[src/rtl/irqagg_pkg.sv]
package irqagg_pkg;
    localparam int unsigned SLOT_W     = 32; // inputs covered by one word
    localparam int unsigned WIN_WORDS  = 8;  // words in one CPU window
    localparam int unsigned WSEL_W     = 2;  // word-select bits in a window
endpackage

[src/rtl/irq_sync.sv]
module irq_sync #(
    parameter int unsigned WIDTH = 64
) (
    input  logic             clk,
    input  logic             rst_n,
    input  logic [WIDTH-1:0] async_i,
    output logic [WIDTH-1:0] sync_o
);
    typedef struct packed {
        logic [WIDTH-1:0] s1;
        logic [WIDTH-1:0] s2;
    } sync_s_t;

    sync_s_t sync_d, sync_q;

    always_comb begin
        sync_d    = sync_q;
        sync_d.s1 = async_i;
        sync_d.s2 = sync_q.s1;
    end

    always_ff @(posedge clk or negedge rst_n) begin
        if (!rst_n) sync_q <= '0;
        else        sync_q <= sync_d;
    end

    assign sync_o = sync_q.s2;
endmodule

[src/rtl/irq_cpu_bank.sv]
module irq_cpu_bank
    import irqagg_pkg::*;
#(
    parameter int unsigned NUM_WORDS = 2,
    localparam int unsigned NBITS    = NUM_WORDS * SLOT_W
) (
    input  logic                              clk,
    input  logic                              rst_n,
    input  logic                              wr_en,
    input  logic [WSEL_W-1:0]                 wr_word,
    input  logic [SLOT_W-1:0]                 wr_data,
    input  logic [NBITS-1:0]                  lvl_i,
    output logic [NUM_WORDS-1:0][SLOT_W-1:0]  en_o,
    output logic [NUM_WORDS-1:0][SLOT_W-1:0]  stat_o,
    output logic                              irq_o
);
    typedef struct packed {
        logic [NUM_WORDS-1:0][SLOT_W-1:0] en;
        logic                             irq;
    } bank_s_t;

    bank_s_t bank_d, bank_q;
    logic [NBITS-1:0] masked;

    assign masked = lvl_i & bank_q.en;

    always_comb begin
        bank_d = bank_q;
        for (int w = 0; w < int'(NUM_WORDS); w++) begin
            if (wr_en && wr_word == WSEL_W'(w)) bank_d.en[w] = wr_data;
        end
        bank_d.irq = |masked;
    end

    always_ff @(posedge clk or negedge rst_n) begin
        if (!rst_n) bank_q <= '0;
        else        bank_q <= bank_d;
    end

    assign en_o   = bank_q.en;
    assign stat_o = masked;
    assign irq_o  = bank_q.irq;

    // enables move only on a write to this bank
    p_en_hold_r2: assert property (@(posedge clk) disable iff (!rst_n)
        !wr_en |=> $stable(bank_q.en));
    // word 0 takes the full written value
    p_en_load_r2: assert property (@(posedge clk) disable iff (!rst_n)
        (wr_en && wr_word == '0) |=> en_o[0] == $past(wr_data));
    // any pending enabled bit raises the output one edge later
    p_out_set_r5: assert property (@(posedge clk) disable iff (!rst_n)
        (|stat_o) |=> irq_o);
    // nothing pending drops the output one edge later
    p_out_clr_r6: assert property (@(posedge clk) disable iff (!rst_n)
        !(|stat_o) |=> !irq_o);
endmodule

[src/rtl/irq_router_top.sv]
module irq_router_top
    import irqagg_pkg::*;
#(
    parameter int unsigned NUM_IN  = 64,
    parameter int unsigned NUM_CPU = 2,
    parameter int unsigned WADDR_W = 5,
    localparam int unsigned NUM_WORDS = NUM_IN / SLOT_W,
    localparam int unsigned CPU_AW    = WADDR_W - 3
) (
    input  logic                clk,
    input  logic                rst_n,
    input  logic [NUM_IN-1:0]   irq_in,
    input  logic                bus_sel,
    input  logic                bus_wr,
    input  logic [WADDR_W-1:0]  bus_waddr,
    input  logic [SLOT_W-1:0]   bus_wdata,
    output logic [SLOT_W-1:0]   bus_rdata,
    output logic [NUM_CPU-1:0]  cpu_irq
);
    typedef struct packed {
        logic [SLOT_W-1:0] rdata;
    } top_s_t;

    top_s_t top_d, top_q;

    logic [NUM_IN-1:0]                              lvl_sync;
    logic [NUM_CPU-1:0][NUM_WORDS-1:0][SLOT_W-1:0]  en_all;
    logic [NUM_CPU-1:0][NUM_WORDS-1:0][SLOT_W-1:0]  st_all;
    logic [NUM_CPU-1:0]                             bank_wr;

    logic [CPU_AW-1:0] cpu_sel;
    logic              is_stat;
    logic [WSEL_W-1:0] wsel;

    assign cpu_sel = bus_waddr[WADDR_W-1:3];
    assign is_stat = bus_waddr[2];
    assign wsel    = bus_waddr[WSEL_W-1:0];

    irq_sync #(.WIDTH(NUM_IN)) u_sync (
        .clk     (clk),
        .rst_n   (rst_n),
        .async_i (irq_in),
        .sync_o  (lvl_sync)
    );

    for (genvar c = 0; c < int'(NUM_CPU); c++) begin : g_cpu
        assign bank_wr[c] = bus_sel && bus_wr && !is_stat
                            && (cpu_sel == CPU_AW'(c));
        irq_cpu_bank #(.NUM_WORDS(NUM_WORDS)) u_bank (
            .clk     (clk),
            .rst_n   (rst_n),
            .wr_en   (bank_wr[c]),
            .wr_word (wsel),
            .wr_data (bus_wdata),
            .lvl_i   (lvl_sync),
            .en_o    (en_all[c]),
            .stat_o  (st_all[c]),
            .irq_o   (cpu_irq[c])
        );
    end

    always_comb begin
        top_d = top_q;
        if (bus_sel && !bus_wr) begin
            top_d.rdata = '0;
            for (int c = 0; c < int'(NUM_CPU); c++) begin
                for (int w = 0; w < int'(NUM_WORDS); w++) begin
                    if (cpu_sel == CPU_AW'(c) && wsel == WSEL_W'(w)) begin
                        top_d.rdata = is_stat ? st_all[c][w] : en_all[c][w];
                    end
                end
            end
        end
    end

    always_ff @(posedge clk or negedge rst_n) begin
        if (!rst_n) top_q <= '0;
        else        top_q <= top_d;
    end

    assign bus_rdata = top_q.rdata;

    // read data changes only on a read
    p_rdata_hold_r9: assert property (@(posedge clk) disable iff (!rst_n)
        !(bus_sel && !bus_wr) |=> $stable(bus_rdata));
    // a status-address write leaves every enable word alone
    p_stat_wr_ignored_r4: assert property (@(posedge clk) disable iff (!rst_n)
        (bus_sel && bus_wr && is_stat) |=> $stable(en_all));
endmodule

[config.mk]
export PLATFORM = sky130hd
export DESIGN_NAME = irq_router_top
export DESIGN_NICKNAME = d
export VERILOG_FILES = /design/src/rtl/irqagg_pkg.sv /design/src/rtl/irq_sync.sv /design/src/rtl/irq_cpu_bank.sv /design/src/rtl/irq_router_top.sv
export SDC_FILE = /design/constraint.sdc
export NUM_CORES = 1
export LEC_CHECK = 0
export CORE_MARGIN = 2
export CORE_UTILIZATION = 54
export DETAILED_ROUTE_END_ITERATION = 8
export PLACE_DENSITY = 0.86
export SLEW_MARGIN = 25
export SYNTH_ARGS = -nofsm -noshare
export SYNTH_HDL_FRONTEND = slang
export SYNTH_HIERARCHICAL = 1
export SYNTH_SLANG_ARGS = --single-unit
[constraint.sdc]
create_clock -name clk -period 3.34 [get_ports clk]
set_clock_uncertainty 0.1 [all_clocks]
set_input_delay 0.334 -clock clk [delete_from_list [all_inputs] [get_ports clk]]
set_output_delay 0.334 -clock clk [all_outputs]
set_load 0.05 [all_outputs]
==> flow_summary.ini <==
[clocking]
clockBufferDepth = 3
tritoncts = yes
numCtsBuffers = 30
clockRootBuffer = clkbuf_16
clock-sinks = 290
cts_setup_buffers = 0
cts.clk_slew.worst_paths_ns = 0.06
h-tree-depth = 1
clk_latency_ns = 0.54

[cells_and_area]
design_area_sq_um = 15400
drive_gt1_frac = 0.113
antenna_cells = 0
syn_to_final_growth_pct = 22.1
fillCellCount = 1574
finalNonFillerCells = 1456
num-nets-final = 1224

[synthesis]
synth_edf_count = 0
synth_area_leaders = dfrtp_1 (58%), mux2_1 (11%), mux2i_1 (8.6%)
ys_types = 36
synthCells = 972
yosysWarnings = 6
syn-num-nets = 1077
ys_seq_area_frac = 0.576
syn_area_sq_um = 12600
synthFlopType = dfrtp_1
synth-seq-cells = 290
synth.most_common_cell = dfrtp_1
yosysTopAreaCellShare = 0.576
synth_area_leader_cell = dfrtp_1
synthArstFlopShare = 1.00
avgSynthCellArea_sq_um = 13.0
synth_common_cells = dfrtp_1 (290), mux2_1 (124), mux2i_1 (108)

[sta]
rsz0062_at_grt = false
maxSlewViolCount = 0
hold_viol = 0
max_freq_ghz = 0.446
setup_tns_ns = 0
period_share = 0.672
maxSlewHeadroom = 0.378
setup_violations = 0
worst_slew_pin_slew_ns = 0.933
min_period_ns = 2.24

[setup_path]
worst_path_dominant_cell_family = buffers and inverters
cp_slowest_stage_delay_ns = 0.84
cp.arrival_ns = 1.81
critPathKind = register to primary output
cp_max_fo = 2
critPathLaunchType = register
crit_path_cell_trace = clkdlybuf4s50_1
critPathCaptureType = primary output
cp_slowest_cell = clkdlybuf4s50_1
path_buf_inv = 1
required_ns = 2.91

[floorplanning]
placementRows = 55
dieArea_sq_um = 24600
initial_core_util = 0.553
die_w_um = 157
coreArea_sq_um = 22800
ios = 139
die_y_um = 157

[detailed_routing]
drt-pass1-iter-count = 5
via_count = 8524
first_iter_violations = 707
drt_wl_total_mm = 30.6
viasPerCell = 5.85
drcViolationCount = 0
ant_nets = 0
wl_per_cell_um = 21.0

[grt]
grt_pass1_wl_mm = 47.6
grt_pass1_vias = 8619
grt_max_degree = 77
antenna_found_initial = 1
grt_use_total = 0.252
overflow = 0

[pwr]
vdd_drop_max_mv = 0.404
leakage_nw = 7.02
p_per_area_nw_per_um2 = 556
total_power_mw = 8.56

[placement]
gp_congestion = 0.872
dp.cells = 1399
port-buffer-count = 138
place_area_sq_um = 14400
dp_hpwl_mm = 20.6

[flow_run]
max-cap-violations = 0

[hold_path]
hp-class = input port to register

[run_status]
status = complete, no violations
## layer usage
layer	vias to the layer above	wire (um)	track usage
met5	-	16	0
met4	2	1150	0.102
met3	85	2160	0.0479
met2	363	14700	0.411
met1	4257	12600	0.334
li1	3817	-	-
## cell type report
class	instances	area [sq um]	share of cell area
Clock buffer	38	822	0.0534
Clock inverter	18	200	0.0130
Multi-Input combinational cell	630	5050	0.328
Sequential cell	290	7260	0.472
Tap cell	313	392	0.0254
Timing Repair Buffer	167	1670	0.109
## state kept, by name (all words and copies together) (netlist names)
signal / count
bus_rdata: 32
g_cpu.u_bank/irq_o: 2
g_cpu.u_bank/en_o: 128
u_sync/sync_o: 64
u_sync/sync_d: 64
## path summary, 6_finish.rpt
| path | startpoint | endpoint | slack [ns] | cells after the start |
|---|---|---|---|---|
| min in group asynchronous | rst_n | u_sync/sync_d[26]$_DFF_PN0_ | 0.24 | 2 |
| max reg2reg | u_sync/sync_o[47]$_DFF_PN0_ | g_cpu[1].u_bank/irq_o$_DFF_PN0_ | 1.22 | 4 |
| min | irq_in[21] | u_sync/sync_d[21]$_DFF_PN0_ | 0.12 | 1 |
| min reg2reg | u_sync/sync_d[45]$_DFF_PN0_ | u_sync/sync_o[45]$_DFF_PN0_ | 0.24 | 0 |
| max | bus_rdata[31]$_DFFE_PN0P_ | bus_rdata[31] | 1.10 | 1 |
| max in group asynchronous | rst_n | u_sync/sync_d[35]$_DFF_PN0_ | 1.98 | 3 |
## cell families (layout without fill, tap and decap cells)
| group | Yosys count | after routing | synth area share |
|---|---|---|---|
| flip-flops | 290 | 290 | 0.576 |
| AND/OR/NAND/NOR | 245 | 245 | 0.121 |
| buffers and inverters | 52 | 223 | 0.0251 |
| AO/OA/AOI/OAI | 134 | 134 | 0.0605 |
| multiplexers | 251 | 251 | 0.218 |
## what timing repair did
action,4_1_cts,5_1_grt
endpoints found under the hold margin,69,0
hold buffers,1,0
resized for setup,0,0
## cells in the final DEF (no fill, tap or decap), types with 11 or more instances in the layout
master	n
o21ai_1	40
clkbuf_16	31
o21ai_0	14
and2_1	106
and2_2	16
o22ai_1	32
buf_4	23
nor3_1	27
a21oi_1	27
clkdlybuf4s50_1	136
clkinv_2	11
or4_1	22
a22oi_1	16
nand2_1	33
dfrtp_1	290
mux2_2	14
mux2i_1	108
mux2_1	124
## through the flow
step                 util  worst slack, ns  hold WS, ns
detailed placement  0.630            0.738        0.235
global route        0.676             1.07        0.112
finish              0.676             1.10        0.121
CTS                 0.676             1.08        0.108
floorplan               -            0.987      -0.0616
global placement    0.630            0.837        0.232
## power breakdown
part | internal [mW] | total [mW] | switching (mW)
Clock | 2.05 | 3.39 | 1.34
Combinational | 0.541 | 1.12 | 0.581
Sequential | 3.82 | 4.05 | 0.222
Total | 6.41 | 8.56 | 2.14
Note: power is estimated with default switching activity, not from simulation.
